[src/rtl/exc_pkg.sv]
package exc_pkg;
  localparam int LEVEL_W = 2;
  localparam int LEVELS  = 3;
  localparam int STAT_W  = LEVEL_W * LEVELS;
  localparam int CODE_W  = 5;

  // privileged, interrupts disabled
  localparam logic [LEVEL_W-1:0] LVL_ENTRY = 2'b10;

  typedef enum logic [1:0] {
    CLS_RESET   = 2'd0,
    CLS_GENERAL = 2'd1,
    CLS_ALT     = 2'd2,
    CLS_SPARE   = 2'd3
  } exc_class_e;

  typedef enum logic [1:0] {
    RA_STATUS = 2'd0,
    RA_CAUSE  = 2'd1,
    RA_EPC    = 2'd2,
    RA_NONE   = 2'd3
  } reg_addr_e;
endpackage

[src/rtl/exc_status_stack.sv]
module exc_status_stack
  import exc_pkg::*;
#(
  parameter int NLEV = LEVELS,
  localparam int SW  = LEVEL_W * NLEV
) (
  input  logic          clk,
  input  logic          rst_n,
  input  logic          push,
  input  logic          pop,
  input  logic          wr_en,
  input  logic [SW-1:0] wr_data,
  output logic [SW-1:0] status
);
  logic [SW-1:0] st_q, st_d, push_v, pop_v;

  // level 0 is current, level NLEV-1 is oldest
  for (genvar g = 0; g < NLEV; g++) begin : g_lvl
    if (g == 0) begin : g_cur
      assign push_v[LEVEL_W-1:0] = LVL_ENTRY;
    end else begin : g_shift_in
      assign push_v[g*LEVEL_W +: LEVEL_W] = st_q[(g-1)*LEVEL_W +: LEVEL_W];
    end
    if (g == NLEV-1) begin : g_oldest
      assign pop_v[g*LEVEL_W +: LEVEL_W] = st_q[g*LEVEL_W +: LEVEL_W];
    end else begin : g_shift_out
      assign pop_v[g*LEVEL_W +: LEVEL_W] = st_q[(g+1)*LEVEL_W +: LEVEL_W];
    end
  end

  always_comb begin
    if (push)       st_d = push_v;
    else if (pop)   st_d = pop_v;
    else if (wr_en) st_d = wr_data;
    else            st_d = st_q;
  end

  always_ff @(posedge clk) begin
    if (!rst_n) st_q <= {NLEV{LVL_ENTRY}};
    else        st_q <= st_d;
  end

  assign status = st_q;

  AST_PUSH_ENTRY_LEVEL: assert property (@(posedge clk) disable iff (!rst_n)
    push |=> status[LEVEL_W-1:0] == LVL_ENTRY);
  AST_PUSH_SHIFTS_UP: assert property (@(posedge clk) disable iff (!rst_n)
    push |=> status[SW-1:LEVEL_W] == $past(status[SW-LEVEL_W-1:0]));
  AST_POP_SHIFTS_DOWN: assert property (@(posedge clk) disable iff (!rst_n)
    (pop && !push) |=> status[SW-LEVEL_W-1:0] == $past(status[SW-1:LEVEL_W]));
  AST_POP_OLDEST_KEPT: assert property (@(posedge clk) disable iff (!rst_n)
    (pop && !push) |=> status[SW-1:SW-LEVEL_W] == $past(status[SW-1:SW-LEVEL_W]));
endmodule

[src/rtl/exc_vector_sel.sv]
module exc_vector_sel
  import exc_pkg::*;
#(
  parameter int            AW      = 32,
  parameter logic [AW-1:0] VEC_RST = 32'h0000_1000,
  parameter logic [AW-1:0] VEC_GEN = 32'h0000_2080,
  parameter logic [AW-1:0] VEC_ALT = 32'h0000_2000
) (
  input  exc_class_e    cls,
  output logic [AW-1:0] handler_pc
);
  always_comb begin
    unique case (cls)
      CLS_RESET: handler_pc = VEC_RST;
      CLS_ALT:   handler_pc = VEC_ALT;
      default:   handler_pc = VEC_GEN;
    endcase
  end
endmodule

[src/rtl/exc_ctrl_unit.sv]
module exc_ctrl_unit
  import exc_pkg::*;
#(
  parameter int                AW       = 32,
  parameter logic [CODE_W-1:0] IRQ_CODE = '0,
  parameter logic [AW-1:0]     VEC_RST  = 32'h0000_1000,
  parameter logic [AW-1:0]     VEC_GEN  = 32'h0000_2080,
  parameter logic [AW-1:0]     VEC_ALT  = 32'h0000_2000
) (
  input  logic              clk,
  input  logic              rst_n,
  input  logic              exc_req,
  input  logic [1:0]        exc_class,
  input  logic [CODE_W-1:0] exc_code,
  input  logic [AW-1:0]     resume_pc,
  input  logic              irq_req,
  input  logic              rfe,
  input  logic [1:0]        reg_addr,
  input  logic              reg_we,
  input  logic [AW-1:0]     reg_wdata,
  output logic [AW-1:0]     reg_rdata,
  output logic              priv_violation,
  output logic              exc_taken,
  output logic [AW-1:0]     next_pc,
  output logic [STAT_W-1:0] status_o,
  output logic              cur_priv,
  output logic              cur_ie
);
  logic              irq_admit, take, pop, wr_ok;
  logic              wr_status;
  exc_class_e        cls_eff;
  reg_addr_e         ra;
  logic [CODE_W-1:0] code_eff, cause_q;
  logic [AW-1:0]     epc_q;

  assign ra        = reg_addr_e'(reg_addr);
  assign irq_admit = irq_req & cur_ie;
  assign take      = exc_req | irq_admit;
  assign pop       = rfe & ~take;
  assign cls_eff   = exc_req ? exc_class_e'(exc_class) : CLS_GENERAL;
  assign code_eff  = exc_req ? exc_code : IRQ_CODE;
  assign wr_ok     = reg_we & cur_priv & ~take & ~rfe;
  assign wr_status = wr_ok & (ra == RA_STATUS);

  exc_status_stack #(.NLEV(LEVELS)) u_stack (
    .clk     (clk),
    .rst_n   (rst_n),
    .push    (take),
    .pop     (pop),
    .wr_en   (wr_status),
    .wr_data (reg_wdata[STAT_W-1:0]),
    .status  (status_o)
  );

  exc_vector_sel #(
    .AW(AW), .VEC_RST(VEC_RST), .VEC_GEN(VEC_GEN), .VEC_ALT(VEC_ALT)
  ) u_vec (
    .cls        (cls_eff),
    .handler_pc (next_pc)
  );

  assign cur_priv       = status_o[1];
  assign cur_ie         = status_o[0];
  assign exc_taken      = take;
  assign priv_violation = reg_we & ~cur_priv;

  always_ff @(posedge clk) begin
    if (!rst_n) begin
      epc_q   <= '0;
      cause_q <= '0;
    end else if (take) begin
      epc_q   <= resume_pc;
      cause_q <= code_eff;
    end else if (wr_ok) begin
      if (ra == RA_EPC)   epc_q   <= reg_wdata;
      if (ra == RA_CAUSE) cause_q <= reg_wdata[CODE_W-1:0];
    end
  end

  always_comb begin
    reg_rdata = '0;
    if (cur_priv) begin
      unique case (ra)
        RA_STATUS: reg_rdata = AW'(status_o);
        RA_CAUSE:  reg_rdata = AW'(cause_q);
        RA_EPC:    reg_rdata = epc_q;
        default:   reg_rdata = '0;
      endcase
    end
  end

  AST_EPC_CAPTURE: assert property (@(posedge clk) disable iff (!rst_n)
    exc_taken |=> epc_q == $past(resume_pc));
  AST_IRQ_MASKED: assert property (@(posedge clk) disable iff (!rst_n)
    (irq_req && !cur_ie && !exc_req) |-> !exc_taken);
  AST_UNPRIV_NO_WRITE: assert property (@(posedge clk) disable iff (!rst_n)
    (reg_we && !cur_priv && !exc_taken && !rfe) |=>
      ($stable(status_o) && $stable(cause_q) && $stable(epc_q)));
  AST_ENTRY_WINS_RETURN: assert property (@(posedge clk) disable iff (!rst_n)
    (exc_taken && rfe) |=> status_o[1:0] == 2'b10);
endmodule

[config.mk]
export PLATFORM = sky130hd
export DESIGN_NAME = exc_ctrl_unit
export DESIGN_NICKNAME = d
export VERILOG_FILES = /design/src/rtl/exc_pkg.sv /design/src/rtl/exc_status_stack.sv /design/src/rtl/exc_vector_sel.sv /design/src/rtl/exc_ctrl_unit.sv
export SDC_FILE = /design/constraint.sdc
export NUM_CORES = 1
export LEC_CHECK = 0
export BUFFER_PORTS_ARGS = -buffer_cell sky130_fd_sc_hd__buf_2
export CELL_PAD_IN_SITES_DETAIL_PLACEMENT = 1
export CELL_PAD_IN_SITES_GLOBAL_PLACEMENT = 1
export CORE_UTILIZATION = 33
export CTS_CLUSTER_DIAMETER = 200
export DETAILED_ROUTE_END_ITERATION = 10
export PLACE_DENSITY_LB_ADDON = 0.25
export SLEW_MARGIN = 25
export SYNTH_ARGS = -nofsm -noshare
export SYNTH_HDL_FRONTEND = slang
export SYNTH_SLANG_ARGS = --single-unit
[constraint.sdc]
create_clock -name clk -period 4.7 [get_ports clk]
set_input_delay 0.94 -clock clk [delete_from_list [all_inputs] [get_ports clk]]
set_output_delay 0.94 -clock clk [all_outputs]
set_load 0.01 [all_outputs]
==> results of run 1 <==
[power by group through the flow]
stage | registers [W] | clock network [W] | logic [W]
2_1_floorplan | 0.000412 | 0 | 0.000128
3_3_place_gp | 0.000415 | 0 | 0.000173
3_5_place_dp | 0.000417 | 0 | 0.000176
4_1_cts | 0.000409 | 0.000267 | 0.000176
5_1_grt | 0.000412 | 0.000283 | 0.000195
6_report | 0.000408 | 0.000257 | 0.000175
[critical path, stage by stage]
cell	delay (ps)
buf_2	280
and3b_1	730
and2_1	240
buf_2	130
[final cells by class]
class                   count  area share [%]
well taps                  99            3.93
clock buffers               8            3.17
inverters                   3           0.357
repair buffers            124            19.7
flip-flops and latches     43            27.3
multi-input cells         228            45.5
[layer usage]
metal	share of wire (%)	vias up	global-route usage, %
met5	0	-	0
met4	0.76	0	3.90
met3	4.8	5	3.45
met2	49	94	31.4
met1	45	1113	23.3
li1	-	1197	-
[cell families after synthesis]
| kind of cell | share of synthesized area [%] |
|---|---|
| compound gates | 20.6 |
| buf+inv | 15.0 |
| flops | 33.4 |
| mux | 15.5 |
| other cells | 0.146 |
| simple gates | 15.3 |
[registers in the layout, indices dropped and copies added (netlist names)]
name / count
epc_q: 32
u_stack.status: 6
cause_q: 5
[stage by stage]
step	power, W	utilization [%]	std cells	hold slack, ps	cell area (sq um)
detailed placement	0.000593	41.2	497	470	3060
CTS	0.000852	42.6	505	482	3160
global placement	0.000588	41.2	497	463	3060
global route	0.000890	42.6	505	521	3160
floorplan	0.000540	-	330	446	2680
finish	0.000840	42.6	505	479	3160
[cells in the final DEF, fill, tap and decap left out, types with 3 or more instances in the layout]
cell      count
inv_1         3
mux2i_1      40
and2_1       30
nand2_1      12
buf_2       123
nor2b_1       6
a21oi_1      33
conb_1       29
clkbuf_8      7
o211a_1       5
o21ai_0      40
nor2_1        3
dfxtp_1      43
a22oi_1       5
o211ai_1      4
[worst min-delay path by stage]
stage	endpoint	cells past startpoint	slack (ps)	startpoint
after global placement	epc_q[1]$_SDFFE_PN0P_	2	460	epc_q[1]$_SDFFE_PN0P_
after floorplan	epc_q[1]$_SDFFE_PN0P_	2	450	epc_q[1]$_SDFFE_PN0P_
after CTS	epc_q[1]$_SDFFE_PN0P_	2	480	epc_q[1]$_SDFFE_PN0P_
final	epc_q[1]$_SDFFE_PN0P_	2	480	epc_q[1]$_SDFFE_PN0P_
after detailed placement	epc_q[1]$_SDFFE_PN0P_	2	470	epc_q[1]$_SDFFE_PN0P_
after global routing	cause_q[0]$_SDFFE_PN0P_	1	520	cause_q[0]$_SDFFE_PN0P_
==> results by group, run 1 <==
Layout
  • Multi-input gate area: 0.00144 sq mm
  • Layout area overhead: 22.5%
  • Register Area: 861 sq um
  • # fillers: 947
  • Fin nets: 484
  • Layout cells sized above 1: 33.3%
  • Antenna diodes: 0

Power and ir drop
  • Combinational share of power: about a fifth
  • Sw Share: 28.2%
  • LEAKAGE: 1.53 nW
  • P_sw: 0.000237 W
  • VDD IR max: around 0.12 mV
  • Internal power: 0.000603 W
  • Seq pwr share: 48.6%
  • Pwr Density: 266 mW/mm^2
  • Clock share of power: 30.6%

Placed design
  • Pre-CTS setup slack: 1270 ps
  • RePlAce Congestion: 0.744
  • IO Port Bufs: 123
  • HPWL Detailed: 5.40 mm

Critical path
  • Crit. Startpoint: reg_addr[1]
  • CP endpoint kind: output pin
  • Reg2reg end: epc_q[27]$_SDFFE_PN0P_
  • R2R Setup Slk: ~1900 ps
  • Required time of the critical path: 3760 ps
  • Reg2Reg Launch Point: u_stack.status[1]$_SDFFE_PP1P_
  • WS Path Type: in2out
  • CP endpoint: reg_rdata[11]
  • CP startpoint kind: input pin
  • Crit-path max FO: 27
  • Logic depth of the worst register-to-register path: 4
  • WP data arrival: 2330 ps

Die
  • Initial Utilization: 34.8%
  • Die H: around 90 um
  • Die area: 0.00816 sq mm
  • IO Pins: roughly 150
  • Placeable Area: 0.00741 sq mm
  • Rows: 31
  • Die X: 90.4 um

Detailed routing
  • Drt drc: 0
  • Routed via count: 2409
  • Wire length per cell: 14.6 um
  • Avg Vias per Cell: 4.77
  • Antenna-violating nets left: 0
  • Drt pass-1 iters: 4
  • Iteration-0 DRC Markers: 59
  • Total wire length: 7.37 mm

Yosys
  • Cell taking the most area after synthesis: dfxtp_1
  • Synth top area cells: dfxtp_1, mux2i_1, buf_4, o21ai_0, and2_1
  • Synth cell types: 35
  • Post-Synthesis Cells: 302
  • Sequential share of the synthesized area: 33.4%
  • Yosys top cell area share: 33.4%
  • Synthesis-stage register bit count: 43
  • Post-synth ARST share: 0%
  • Post-synth EDFFs: 0
  • Syn Std Cell Area: ~0.0026 sq mm
  • Most common cell in the netlist: dfxtp_1
  • Main synth FF type: dfxtp_1
  • Yosys warning count: 0
  • Post-synth top cells: dfxtp_1, mux2i_1, o21ai_0
  • Syn avg cell area: 8.53 sq um

CTS
  • Post-CTS Resized: 0
  • CTS tree: yes
  • Max Root-Sink Buffers: 2
  • H-tree Lvls: 2
  • Hold_buf cts: 0
  • CTS Buf Count: 5
  • CTS Sinks: 43
  • Clock latency on the worst-skew pair: a little under 300 ps
  • Clock Root Buffer: clkbuf_8
  • Postcts setup bufs: 0
  • Worst-path clk slew: 70 ps

GRT
  • Vias in the first global route: roughly 2.4k
  • Total gr overflow: 0
  • Total track usage: roughly 18%
  • First-pass GRT wire length: approximately 12 mm
  • Largest net degree at the start of global routing: 79
  • Initial antenna violation count: 0

Timing
  • Setup slack after layout: 1430 ps
  • Final hold violation count: 0
  • Min Tclk post-route: 3270 ps
  • Setup TNS: 0 ps
  • Unrepaired setup endpoints after global routing: no
  • Fin. max-slew vios: 0
  • Share of the clock period used by the worst path: 69.5%
  • Setup Viol. Count Final: 0
  • Relative slew slack: 41.7%
  • Skew final: 9.48 ps
  • Fmax: slightly above 300 MHz
  • Actual slew at the worst max-slew pin: 874 ps

Run
  • Max-Cap Viols: 0

Min path
  • Worst min-delay path category: reg2reg

Outcome
  • Status: finished, final reports clean
(Power assumes the default switching activity.)
==> inputs of run 2 (changes only) <==
ABC_AREA = 1   (was default)
CORE_UTILIZATION = 29   (was 33)
clock period = 3.15 ns   (was 4.7 ns; I/O delays follow)
==> run 2 against run 1 <==
  * Cell count rose by 39%
  * Critical path depth rose by 2
  * Utilization fell by 5.9 points
  * Die area rose by 24%
  * Cell area rose by 8.4%
  * Clock power rose by 31%
  * Sequential share of layout area fell by 2.1 points
  * Non-clock buffer count rose by 1
  * Setup slack got worse by 860 ps
  * Largest cell class unchanged
==> results by group, run 2 <==
Outcome
  • Status: finished, final reports clean

Power and ir drop
  • Pwr Density: 382 mW/mm^2
  • Combinational share of power: 27.0%
  • VDD IR max: 0.173 mV
  • Internal power: 0.000872 W
  • Clock share of power: between 20 and 30%
  • LEAKAGE: 1.87 nW
  • Total Power: between 0.001 and 0.0015 W
  • P_sw: 0.000435 W
  • Seq pwr share: 47.3%
  • Sw Share: 33.3%

Timing
  • Min Tclk post-route: between 2000 and 3000 ps
  • Final hold violation count: 0
  • Actual slew at the worst max-slew pin: roughly 960 ps
  • Setup slack after layout: between 500 and 600 ps
  • Setup TNS: 0 ps
  • Share of the clock period used by the worst path: 81.8%
  • Setup Viol. Count Final: 0
  • Fin. max-slew vios: 0
  • Unrepaired setup endpoints after global routing: no
  • Fmax: between 300 and 400 MHz
  • Relative slew slack: 35.5%
  • Skew final: 6.67 ps

Die
  • Rows: 35
  • IO Pins: around 150
  • Die X: between 100 and 150 um
  • Placeable Area: just over 0.009 sq mm
  • Initial Utilization: 30.3%
  • Die area: 0.0102 sq mm
  • Die H: 101 um

Layout
  • Reg with most FFs: epc_q
  • Layout cells sized above 1: 24.9%
  • Fin nets: 652
  • Fin cells: about 700
  • Layout area overhead: 20.9%
  • Multi-input gate area: 0.00151 sq mm
  • Register Area: 861 sq um
  • Most frequent cells in the layout: nand2_1, buf_2, nor2_1
  • Antenna diodes: 0
  • Commonest non-fill, non-tap cell in the layout: nand2_1
  • Max FFs per register: 32
  • Final design utilization: between 30% and 40%
  • # fillers: between 1k and 1.5k

Detailed routing
  • Avg Vias per Cell: approximately 4.4
  • Drt drc: 0
  • Routed via count: 3105
  • Total wire length: 8.81 mm
  • Drt pass-1 iters: 4
  • Iteration-0 DRC Markers: 74
  • Wire length per cell: 12.5 um
  • Antenna-violating nets left: 0

Run
  • Max-Cap Viols: 0

Placed design
  • IO Port Bufs: approximately 120
  • RePlAce Congestion: 0.803
  • Pre-CTS setup slack: 547 ps
  • Placed cells: between 600 and 700
  • HPWL Detailed: roughly 6.5 mm

CTS
  • H-tree Lvls: 2
  • Max Root-Sink Buffers: 2
  • Clock Root Buffer: clkbuf_8
  • CTS tree: yes
  • Worst-path clk slew: 80 ps
  • Clock latency on the worst-skew pair: 290 ps
  • Postcts setup bufs: 0
  • CTS Buf Count: 5
  • CTS Sinks: 43
  • Hold_buf cts: 0
  • Post-CTS Resized: 0

GRT
  • Initial antenna violation count: 0
  • Total track usage: 17.3%
  • Largest net degree at the start of global routing: 46
  • Vias in the first global route: 3016
  • First-pass GRT wire length: 13.9 mm
  • Total gr overflow: 0

Yosys
  • Main synth FF type: dfxtp_1
  • Synthesis-stage register bit count: 43
  • Yosys warning count: 0
  • Sequential share of the synthesized area: a little under a third
  • Post-synth top cells: nand2_1, nor2_1, dfxtp_1, inv_1, buf_4
  • Cell taking the most area after synthesis: dfxtp_1
  • Syn Std Cell Area: 0.00283 sq mm
  • Post-synth ARST share: 0%
  • Synth cell types: 25
  • Yosys top cell area share: a little under a third
  • Post-Synthesis Cells: ~470
  • Post-synth EDFFs: 0
  • Syn avg cell area: a little over 6 sq um
  • Synth top area cells: dfxtp_1, nand2_1, nor2_1, buf_4, a21oi_1
  • Most common cell in the netlist: nand2_1

Critical path
  • CP endpoint kind: output pin
  • CP startpoint kind: input pin
  • Reg2reg end: epc_q[3]$_SDFFE_PN0P_
  • WP data arrival: 1950 ps
  • Critical path's slowest cell: nand2_2
  • WS Path Type: in2out
  • Required time of the critical path: around 2500 ps
  • R2R Setup Slk: 930 ps
  • Slowest stage delay, CP: 400 ps
  • Crit-path max FO: 26
  • Logic depth of the worst register-to-register path: 7
  • Cells along the critical path: buf_2 > inv_2 > nor2_1 > nand2_2 > nor2_1 > buf_2
  • Reg2Reg Launch Point: u_stack.status[0]$_SDFFE_PP0P_

Min path
  • Hold_sp: epc_q[4]$_SDFFE_PN0P_
  • Worst min-delay path category: reg2reg
  • Hold path depth: 2
  • Worst Hold End: epc_q[4]$_SDFFE_PN0P_
[run 2: how the worst max path moves through the flow]
stage                     cells past startpoint       endpoint  slack, ps        start
after floorplan                               5  reg_rdata[11]        960  reg_addr[0]
after global placement                        5  reg_rdata[20]        640  reg_addr[0]
after detailed placement                      6  reg_rdata[12]        550  reg_addr[1]
after CTS                                     6  reg_rdata[12]        540  reg_addr[1]
after global routing                          6  reg_rdata[12]        380  reg_addr[1]
final                                         6  reg_rdata[12]        570  reg_addr[1]
[run 2: kinds of logic (layout without fill, tap and decap cells)]
group / Yosys count / in the layout / synth area share, %
AND/OR/NAND/NOR: 238 / 238 / 33.5
other: 1 / 29 / 0.132
AO/OA/AOI/OAI: 85 / 85 / 16.0
buffers and inverters: 100 / 179 / 19.9
flip-flops: 43 / 43 / 30.4
[run 2: final cells by class]
type / instances / area share, %
Multi-Input combinational cell: 352 / 44.1
Sequential cell: 43 / 25.2
Timing Repair Buffer: 125 / 18.4
Inverter: 46 / 5.12
Tap cell: 129 / 4.72
Clock buffer: 5 / 2.01
Clock inverter: 3 / 0.439
[run 2: stage by stage]
step | area, sq um | hold slack (ps)
floorplan | 2940 | 439
global placement | 3340 | 453
detailed placement | 3340 | 459
CTS | 3420 | 475
global route | 3420 | 503
finish | 3420 | 471
[run 2: worst max-delay path, delay by kind of cell]
family	cells	cell delay, ps
and+or+nand+nor	3	960
buffers and inverters	3	340
[run 2: layer usage]
layer  routed length [um]  global-route usage [%]
met4                   78                    3.90
met3                  401                    2.98
met1                 4230                    22.8
met2                 4100                    29.6
met5                    0                       0
[run 2: power groups by stage]
stage	Sequential, W	Combinational, W	Clock, W
global placement	0.000631	0.000349	0
CTS	0.000619	0.000359	0.000353
detailed placement	0.000632	0.000357	0
finish	0.000619	0.000353	0.000336
global route	0.000624	0.000406	0.000371
floorplan	0.000626	0.000269	0
